[src/rtl/bat_pkg.sv]
// Shared definitions for the block address translation matcher.
// Assumes a two-bit access code that every instance decodes the same way.
package bat_pkg;
    typedef enum logic [1:0] {
        ACC_LOAD  = 2'b00,
        ACC_STORE = 2'b01,
        ACC_FETCH = 2'b10,
        ACC_SPARE = 2'b11
    } acc_e;

    localparam logic [1:0] PROT_NONE = 2'b00;
    localparam logic [1:0] PROT_RW   = 2'b10;
endpackage

[src/rtl/bat_pair_store.sv]
// Register file that holds the upper and lower register of each window pair.
// Assumes one write per cycle. Reset is synchronous, active low, and clears every register.
module bat_pair_store #(
    parameter int NUM_PAIRS = 4,
    parameter int AW        = 32,
    localparam int IDX_W    = (NUM_PAIRS > 1) ? $clog2(NUM_PAIRS) : 1
) (
    input  logic                           clk,
    input  logic                           rst_n,
    input  logic                           wr_en,
    input  logic [IDX_W-1:0]               wr_idx,
    input  logic                           wr_lower,
    input  logic [AW-1:0]                  wr_data,
    output logic [NUM_PAIRS-1:0][AW-1:0]   upper_q,
    output logic [NUM_PAIRS-1:0][AW-1:0]   lower_q
);
    // Clear on reset; otherwise load the addressed register on a write.
    always_ff @(posedge clk) begin
        if (!rst_n) begin
            upper_q <= '0;
            lower_q <= '0;
        end else if (wr_en) begin
            for (int i = 0; i < NUM_PAIRS; i++) begin
                if (wr_idx == IDX_W'(i)) begin
                    if (wr_lower) lower_q[i] <= wr_data;
                    else          upper_q[i] <= wr_data;
                end
            end
        end
    end

    // without a write strobe, stored contents never move.
    a_r10_hold_without_write: assert property (@(posedge clk) disable iff (!rst_n)
        !wr_en |=> ($stable(upper_q) && $stable(lower_q)));
endmodule

[src/rtl/bat_block_cmp.sv]
// One window comparator. It builds the length mask from the length code,
// checks the state enable bit and the base page, and forms the translated address.
// Assumes BL_W + PAGE_SHIFT <= AW and that the length code starts at upper bit 2.
module bat_block_cmp #(
    parameter int AW         = 32,
    parameter int BL_W       = 11,
    parameter int PAGE_SHIFT = 17
) (
    input  logic [AW-1:0] upper,
    input  logic [AW-1:0] lower,
    input  logic [AW-1:0] ea,
    input  logic          problem,
    output logic          match,
    output logic [AW-1:0] ra_blk,
    output logic [1:0]    prot
);
    localparam int BASE_W = AW - PAGE_SHIFT;
    localparam logic [AW-1:0] LOW_ONES  = {{BASE_W{1'b0}}, {PAGE_SHIFT{1'b1}}};
    localparam logic [AW-1:0] BASE_MASK = {{BASE_W{1'b1}}, {PAGE_SHIFT{1'b0}}};

    logic [BL_W-1:0] len_code;
    logic [AW-1:0]   len_mask;
    logic            state_ok;
    wire             unused_bits = ^{upper[PAGE_SHIFT-1:BL_W+2], lower[PAGE_SHIFT-1:2]};

    // Decode the length mask and the state enable bit for this pair.
    always_comb begin
        len_code = upper[BL_W+1:2];
        len_mask = (AW'(len_code) << PAGE_SHIFT) | LOW_ONES;
        state_ok = problem ? upper[0] : upper[1];
    end

    // Compare the base page and build the translated address.
    always_comb begin
        match  = state_ok && ((ea & ~len_mask) == (upper & BASE_MASK));
        ra_blk = (ea & len_mask) | (lower & BASE_MASK);
        prot   = lower[1:0];
    end
endmodule

[src/rtl/bat_prot_chk.sv]
// Protection decoder. It applies the fixed protection rules to the protection
// code of the selected window. Assumes the access encoding from bat_pkg.
module bat_prot_chk (
    input  logic [1:0] prot,
    input  logic [1:0] access,
    output logic       allow
);
    import bat_pkg::*;

    // Code 00 blocks all accesses, code 10 permits all, codes 01 and 11 block stores.
    always_comb begin
        if (prot == PROT_NONE)    allow = 1'b0;
        else if (prot == PROT_RW) allow = 1'b1;
        else                      allow = (acc_e'(access) != ACC_STORE);
    end
endmodule

[src/rtl/bat_xlate.sv]
// Top-level matcher. It holds the window pairs, compares every pair in parallel,
// picks the lowest matching index, applies protection and drives hit, fault and ra.
// Assumes the register write port and the lookup share clk; the lookup path is combinational.
module bat_xlate #(
    parameter int NUM_PAIRS  = 4,
    parameter int AW         = 32,
    parameter int BL_W       = 11,
    parameter int PAGE_SHIFT = 17,
    localparam int IDX_W     = (NUM_PAIRS > 1) ? $clog2(NUM_PAIRS) : 1
) (
    input  logic             clk,
    input  logic             rst_n,
    input  logic             wr_en,
    input  logic [IDX_W-1:0] wr_idx,
    input  logic             wr_lower,
    input  logic [AW-1:0]    wr_data,
    input  logic             relocate_en,
    input  logic             problem_state,
    input  logic [1:0]       access,
    input  logic [AW-1:0]    ea,
    output logic             hit,
    output logic             fault,
    output logic [AW-1:0]    ra
);
    import bat_pkg::*;

    logic [NUM_PAIRS-1:0][AW-1:0] upper_q, lower_q;
    logic [NUM_PAIRS-1:0][AW-1:0] ra_each;
    logic [NUM_PAIRS-1:0][1:0]    prot_each;
    logic [NUM_PAIRS-1:0]         match_each;
    logic [NUM_PAIRS-1:0]         winner;
    logic [AW-1:0]                win_ra;
    logic [1:0]                   win_prot;
    logic                         any_match;
    logic                         allow;

    bat_pair_store #(.NUM_PAIRS(NUM_PAIRS), .AW(AW)) u_store (
        .clk(clk), .rst_n(rst_n), .wr_en(wr_en), .wr_idx(wr_idx),
        .wr_lower(wr_lower), .wr_data(wr_data),
        .upper_q(upper_q), .lower_q(lower_q)
    );

    for (genvar g = 0; g < NUM_PAIRS; g++) begin : g_cmp
        bat_block_cmp #(.AW(AW), .BL_W(BL_W), .PAGE_SHIFT(PAGE_SHIFT)) u_cmp (
            .upper(upper_q[g]), .lower(lower_q[g]), .ea(ea),
            .problem(problem_state), .match(match_each[g]),
            .ra_blk(ra_each[g]), .prot(prot_each[g])
        );
    end

    // Priority pick: the lowest matching index wins.
    always_comb begin
        winner    = '0;
        win_ra    = '0;
        win_prot  = '0;
        any_match = 1'b0;
        for (int i = 0; i < NUM_PAIRS; i++) begin
            if (match_each[i] && !any_match) begin
                any_match  = 1'b1;
                winner[i]  = 1'b1;
                win_ra     = ra_each[i];
                win_prot   = prot_each[i];
            end
        end
    end

    bat_prot_chk u_prot (.prot(win_prot), .access(access), .allow(allow));

    // Output select: pass-through, miss, protection fault or translated address.
    always_comb begin
        if (!relocate_en) begin
            hit = 1'b0; fault = 1'b0; ra = ea;
        end else if (!any_match) begin
            hit = 1'b0; fault = 1'b0; ra = '0;
        end else if (!allow) begin
            hit = 1'b1; fault = 1'b1; ra = '1;
        end else begin
            hit = 1'b1; fault = 1'b0; ra = win_ra;
        end
    end

    // without relocation the address is passed through untouched.
    a_r2_passthrough: assert property (@(posedge clk) disable iff (!rst_n)
        !relocate_en |-> (ra == ea && !hit && !fault));
    // at most one window is selected.
    a_r6_single_winner: assert property (@(posedge clk) disable iff (!rst_n)
        $onehot0(winner));
    // a fault needs a no-access code or a store.
    a_r7_fault_cause: assert property (@(posedge clk) disable iff (!rst_n)
        fault |-> (win_prot == PROT_NONE || acc_e'(access) == ACC_STORE));
    // a fault is always reported together with hit and an all-ones address.
    a_r8_fault_form: assert property (@(posedge clk) disable iff (!rst_n)
        fault |-> (hit && ra == '1));
    // a relocated miss drives a clean zero result.
    a_r9_miss_clean: assert property (@(posedge clk) disable iff (!rst_n)
        (relocate_en && !hit) |-> (ra == '0 && !fault));
endmodule

[config.mk]
export PLATFORM = sky130hd
export DESIGN_NAME = bat_xlate
export DESIGN_NICKNAME = d
export VERILOG_FILES = /design/src/rtl/bat_pkg.sv /design/src/rtl/bat_pair_store.sv /design/src/rtl/bat_block_cmp.sv /design/src/rtl/bat_prot_chk.sv /design/src/rtl/bat_xlate.sv
export SDC_FILE = /design/constraint.sdc
export NUM_CORES = 1
export LEC_CHECK = 0
export CAP_MARGIN = 0
export CORE_ASPECT_RATIO = 2
export CORE_UTILIZATION = 48
export DETAILED_ROUTE_END_ITERATION = 10
export GPL_ROUTABILITY_DRIVEN = 0
export PLACE_DENSITY_LB_ADDON = 0.08
export SLEW_MARGIN = 25
export SYNTH_ARGS = -nofsm -noshare
export SYNTH_HDL_FRONTEND = slang
export SYNTH_SLANG_ARGS = --single-unit
[constraint.sdc]
create_clock -name clk -period 7.42 [get_ports clk]
set_input_delay 1.484 -clock clk [delete_from_list [all_inputs] [get_ports clk]]
set_output_delay 1.484 -clock clk [all_outputs]
set_load 0.03 [all_outputs]
======== After elaboration in Yosys (flattened, before gate mapping) ========
Index checks and enable logic that the tools add are counted.
cells by class
  equality and inequality tests ........... 9
  muxes and demuxes ....................... 26
  bitwise gates (word level) .............. 17
  reduce and logical (&&, ||, !) cells .... 20
operator list
  kind                                            number
  2-to-1 mux 32 bit                               7
  bitwise AND 32 x 28 -> 32 bit                   4
  bitwise AND 32 bit                              4
  == test 32 bit                                  4
  inverter 28 -> 32 bit                           4
  bitwise OR 32 bit                               4
  AND reduction 3 bit                             8
  2-to-1 mux 1 bit                                15
  2-to-1 mux 2 bit                                4
  logical AND 1 bit                               7
  == test 2 bit (second input constant)           3
  zero test 2 bit                                 2
  zero test 1 bit                                 3
  == test 2 x 1 -> 1 bit (second input constant)  1
  != test 2 x 1 -> 1 bit (second input constant)  1
  inverter 1 bit                                  1
word-level totals
  register bits after elaboration ......... 256
  word-level logic and storage cells ...... 80

======== Depth between registers and ports, before layout ========
  depth in word-level cells ............... 20
  gate-level depth with buffers ........... 12
  gate-level depth less buffers ........... 8

======== Modules after synthesis ========
Synthesis repeated with hierarchy kept, for this count alone.
second synthesis, totals
  cells, all modules ...................... 1,421
  area total of the unflattened synthesis .. 13,316.5 um2
by module, submodules not included
  module          instances  cells an instance  area an instance (um2)  seq. area each (um2)
  bat_pair_store  1          871                9,210.1                 5,124.9
  bat_block_cmp   4          67                 530.5                   0.0
  bat_xlate       1          279                1,970.6                 0.0
  bat_prot_chk    1          3                  13.8                    0.0

======== Worst setup path before layout ========
Ideal clock, no wire load.
  kind .................................... input -> output
  from .................................... in ea[28]
  to ...................................... out ra[22]
  path buffers ............................ 3
  setup slack ............................. 1.911 ns
  stages .................................. 10
  data required time ...................... 5.936 ns
  data arrival time ....................... 4.025 ns
  path through ............................ clkbuf_1 -> xnor2_1 -> nand3_1 -> or4_1 -> clkbuf_1 -> and2_4 -> a21boi_2 -> buf_4 -> nand2_1 -> o311ai_1
between the ends
  word-level cells in the longest chain between the ends .. 19
RTL lines
  what                 line                 source
  start: declaration   bat_xlate.sv:20      input logic [AW-1:0] ea,
  bitwise AND 32 bit   bat_block_cmp.sv:35  match = state_ok && ((ea & ~len_mask) == (upper & BASE_MASK));
  == test 32 bit       bat_block_cmp.sv:35
  logical AND 1 bit    bat_block_cmp.sv:35
  2-to-1 mux 1 bit     bat_xlate.sv:58      if (match_each[i] && !any_match) begin
  zero test 1 bit      bat_xlate.sv:58
  logical AND 1 bit    bat_xlate.sv:58
  2-to-1 mux 1 bit     bat_xlate.sv:58
  zero test 1 bit      bat_xlate.sv:58
  [... 3 more ...]     n/a
  logical AND 1 bit    bat_xlate.sv:58
  2-to-1 mux 2 bit     bat_xlate.sv:58
  == test 2 bit        bat_prot_chk.sv:13   else if (prot == PROT_RW) allow = 1'b1;
  2-to-1 mux 1 bit     bat_prot_chk.sv:13
  2-to-1 mux 1 bit     bat_prot_chk.sv:12   if (prot == PROT_NONE) allow = 1'b0;
  2-to-1 mux 32 bit    bat_xlate.sv:75      end else if (!allow) begin
  2-to-1 mux 32 bit *  bat_xlate.sv:73      end else if (!any_match) begin
  2-to-1 mux 32 bit *  bat_xlate.sv:71      if (!relocate_en) begin
  end: declaration     bat_xlate.sv:23      output logic [AW-1:0] ra
Every way passes the cells marked *; elsewhere a longest branch is shown, timed or not.

======== Worst setup path in the final report ========
  from .................................... in ea[31]
  to ...................................... out ra[22]
Same word-level chain as after synthesis.

==> impl_metrics.env <==
export IMPL_postLayoutCoreUtil_pct=59.5
export IMPL_start_kind="input pin"
export IMPL_track_usage_pct=31.6
export IMPL_crit_buf_inv=3
export IMPL_async_reset_ff_share_pct=0
export IMPL_cts_sinks=180
export IMPL_cts_buffers=17
export IMPL_fp_dieW_um=98.9
export IMPL_max_stage_delay_ps=830
export IMPL_diodes=0
export IMPL_avgSynthCellArea_sq_um=7.70
export IMPL_critPathTopFamily="simple AND/OR/NAND/NOR gates"
export IMPL_ff2ff_path_depth=2
export IMPL_area_growth_pct=20.7
export IMPL_ys_flop_type="dfxtp_1"
export IMPL_vias=8246
export IMPL_grt_setup_unrepaired="false"
export IMPL_worstPathMaxFanout=13
export IMPL_cts_root_buf="clkbuf_16"
export IMPL_ctsHtreeMaxLevel=4
export IMPL_synth_edf_count=0
export IMPL_post_cts_setup_buffers=0
export IMPL_hold_viol_final=0
export IMPL_max_freq_mhz=142
export IMPL_place_ws_ps=558
export IMPL_cts_clk_slew_worst_paths_ps=60
export IMPL_power_density_nw_per_um2=203
export IMPL_critPathKind="in2out"
export IMPL_clk_latency_ps=430
export IMPL_dieArea_sq_um=19400
export IMPL_numPortBuffers=103
export IMPL_fillers=1694
export IMPL_fin_ws_ps=353
export IMPL_ctsResizeCount=0
export IMPL_cp_depth=11
export IMPL_ys_top_cells_by_area="dfxtp_1, nand2_1, a21boi_0"
export IMPL_fin_crit_ps=7070
export IMPL_layout_common_cells="nand2_1, a21boi_0, dfxtp_1, clkdlybuf4s50_1, buf_4"
export IMPL_drt_total_wl_um=29600
export IMPL_finalSetupTns_ps=0
export IMPL_end_kind="output port"
export IMPL_drt_pass1_iter_count=7
export IMPL_cts_tree="built"
export IMPL_ys_seq_elements=180
export IMPL_grt_max_degree=123
export IMPL_grt_first_pass_wirelength_um=45400
export IMPL_path_cells="clkdlybuf4s50_1 > xor2_1 > nor2_1 > nand4_1 > or4_1 > buf_4 > nand4_1 > a211o_1 > nand2_1 > o311ai_1 > buf_4"
export IMPL_finalSetupViolations=0
export IMPL_relSlewSlack_pct=27.5
export IMPL_synth_distinct_cells=47
export IMPL_required_ps=5940
export IMPL_first_global_vias=8004
export IMPL_status="finished clean"
export IMPL_yosys_warnings=0
export IMPL_hpwlAfterDp_um=20100
export IMPL_max_cap_violations=0
export IMPL_antenna_found_initial=0
export IMPL_design_core_area_sq_um=18300
export IMPL_hold_class="reg2reg"
export IMPL_drive_gt1_share_pct=9.48
export IMPL_syn_area_sq_um=9020
export IMPL_synth_top_area_share_pct=40.0
export IMPL_slew_viol_final=0
export IMPL_leakagePower_nw=3.70
export IMPL_min_delay_path_depth=2
export IMPL_worst_pin_slew_ps=1080
export IMPL_yosysSeqAreaShare_pct=40.0
export IMPL_arrival_ps=5580
export IMPL_drt_antenna_violating_nets=0
export IMPL_clock_path_buffers=2
export IMPL_cp_slowest_cell="or4_1"
export IMPL_final_common_cell="nand2_1"
export IMPL_viasPerCell=5.61
export IMPL_grt_remaining_overflow=0
export IMPL_min_period_over_period_pct=95.2
export IMPL_synthCells=1172
export IMPL_yosys_area_top_type="dfxtp_1"
export IMPL_rows=70
export IMPL_drt_iter0_drc=479
export IMPL_holdBufCountCts=0
export IMPL_worst_ir_drop_vdd_mv=0.145
export IMPL_nets=1316
export IMPL_wire_per_inst_um=20.1
export IMPL_syn_nets=1246
export IMPL_clock_skew_ps=0
export IMPL_die_h_um=196
export IMPL_start_util_pct=49.3
export IMPL_drc=0
export IMPL_design_portCount=108
## synthesized netlist by cell type (2+ instances only)
| library cell | count |
|---|---|
| clkbuf_2 | 17 |
| buf_4 | 2 |
| nand3_1 | 13 |
| o211ai_1 | 8 |
| clkbuf_1 | 62 |
| a21oi_1 | 26 |
| nand2b_1 | 15 |
| xor2_1 | 8 |
| a31oi_1 | 10 |
| a211oi_1 | 7 |
| dfxtp_1 | 180 |
| a21o_1 | 4 |
| or2_2 | 4 |
| xnor2_1 | 52 |
| o21ai_0 | 16 |
| buf_2 | 7 |
| or4_1 | 3 |
| a21boi_0 | 180 |
| nor3_1 | 2 |
| inv_1 | 6 |
| nand4_1 | 19 |
| o311ai_1 | 4 |
| nor4_1 | 2 |
| o311ai_2 | 3 |
| mux2_2 | 3 |
| nor2_1 | 20 |
| nand2_1 | 410 |
| nor2b_1 | 49 |
| a211o_1 | 22 |
## sequential cells by signal, indices dropped and copies added, names as in the netlist
name,flops
u_store.lower_q,68
u_store.upper_q,112
## cell type report
| type | count | area, sq um | share of cell area (%) |
|---|---|---|---|
| multi-input combinational | 896 | 5050 | 46.4 |
| sequential | 180 | 3600 | 33.1 |
| timing repair buffer | 140 | 1320 | 12.1 |
| clock buffer | 21 | 440 | 4.04 |
| tap | 216 | 270 | 2.48 |
| clock inverter | 11 | 178 | 1.63 |
| inverter | 7 | 26.3 | 0.241 |
## worst min-delay path: stages, from the launching register on
cell,delay (ps)
dfxtp_1,310
nand2_1,50
a21boi_0,60
## final timing paths
kind	from	end	slack, ps
worst min register to register	u_store.lower_q[30]	u_store.lower_q[30]	460
worst max register to register	u_store.lower_q[0]	u_store.lower_q[0]	6720
worst min-delay path	u_store.lower_q[30]	u_store.lower_q[30]	460
worst max-delay path	ea[31]	ra[22]	350
## per-stage QoR
step | instances | total power, mW | hold slack (ps) | instance area (sq um)
detailed placement | 1439 | 1.28 | 458 | 10300
CTS | 1471 | 2.23 | 467 | 10900
global placement | 1438 | 1.28 | 450 | 10200
global route | 1471 | 2.28 | 487 | 10900
floorplan | 1172 | 1.16 | 438 | 9020
finish | 1471 | 2.22 | 464 | 10900
## metal layers
layer	share of wire, %	GRT usage (%)
met2	52	57.2
met4	4.6	16.3
met5	0	0
met3	4.6	4.17
met1	39	35.5
## kinds of logic after synthesis
kind of cell / count (synthesis) / synth area share, %
compound gates: 287 / 23.4
xor+xnor: 60 / 5.83
buf+inv: 96 / 4.49
flops: 180 / 40.0
mux: 3 / 0.375
simple gates: 546 / 26.0
## power breakdown
part	internal [mW]	switching, mW
clock	0.567	0.391
combinational	0.111	0.149
sequential	0.986	0.0128
total	1.66	0.552
(Power assumes the default switching activity.)
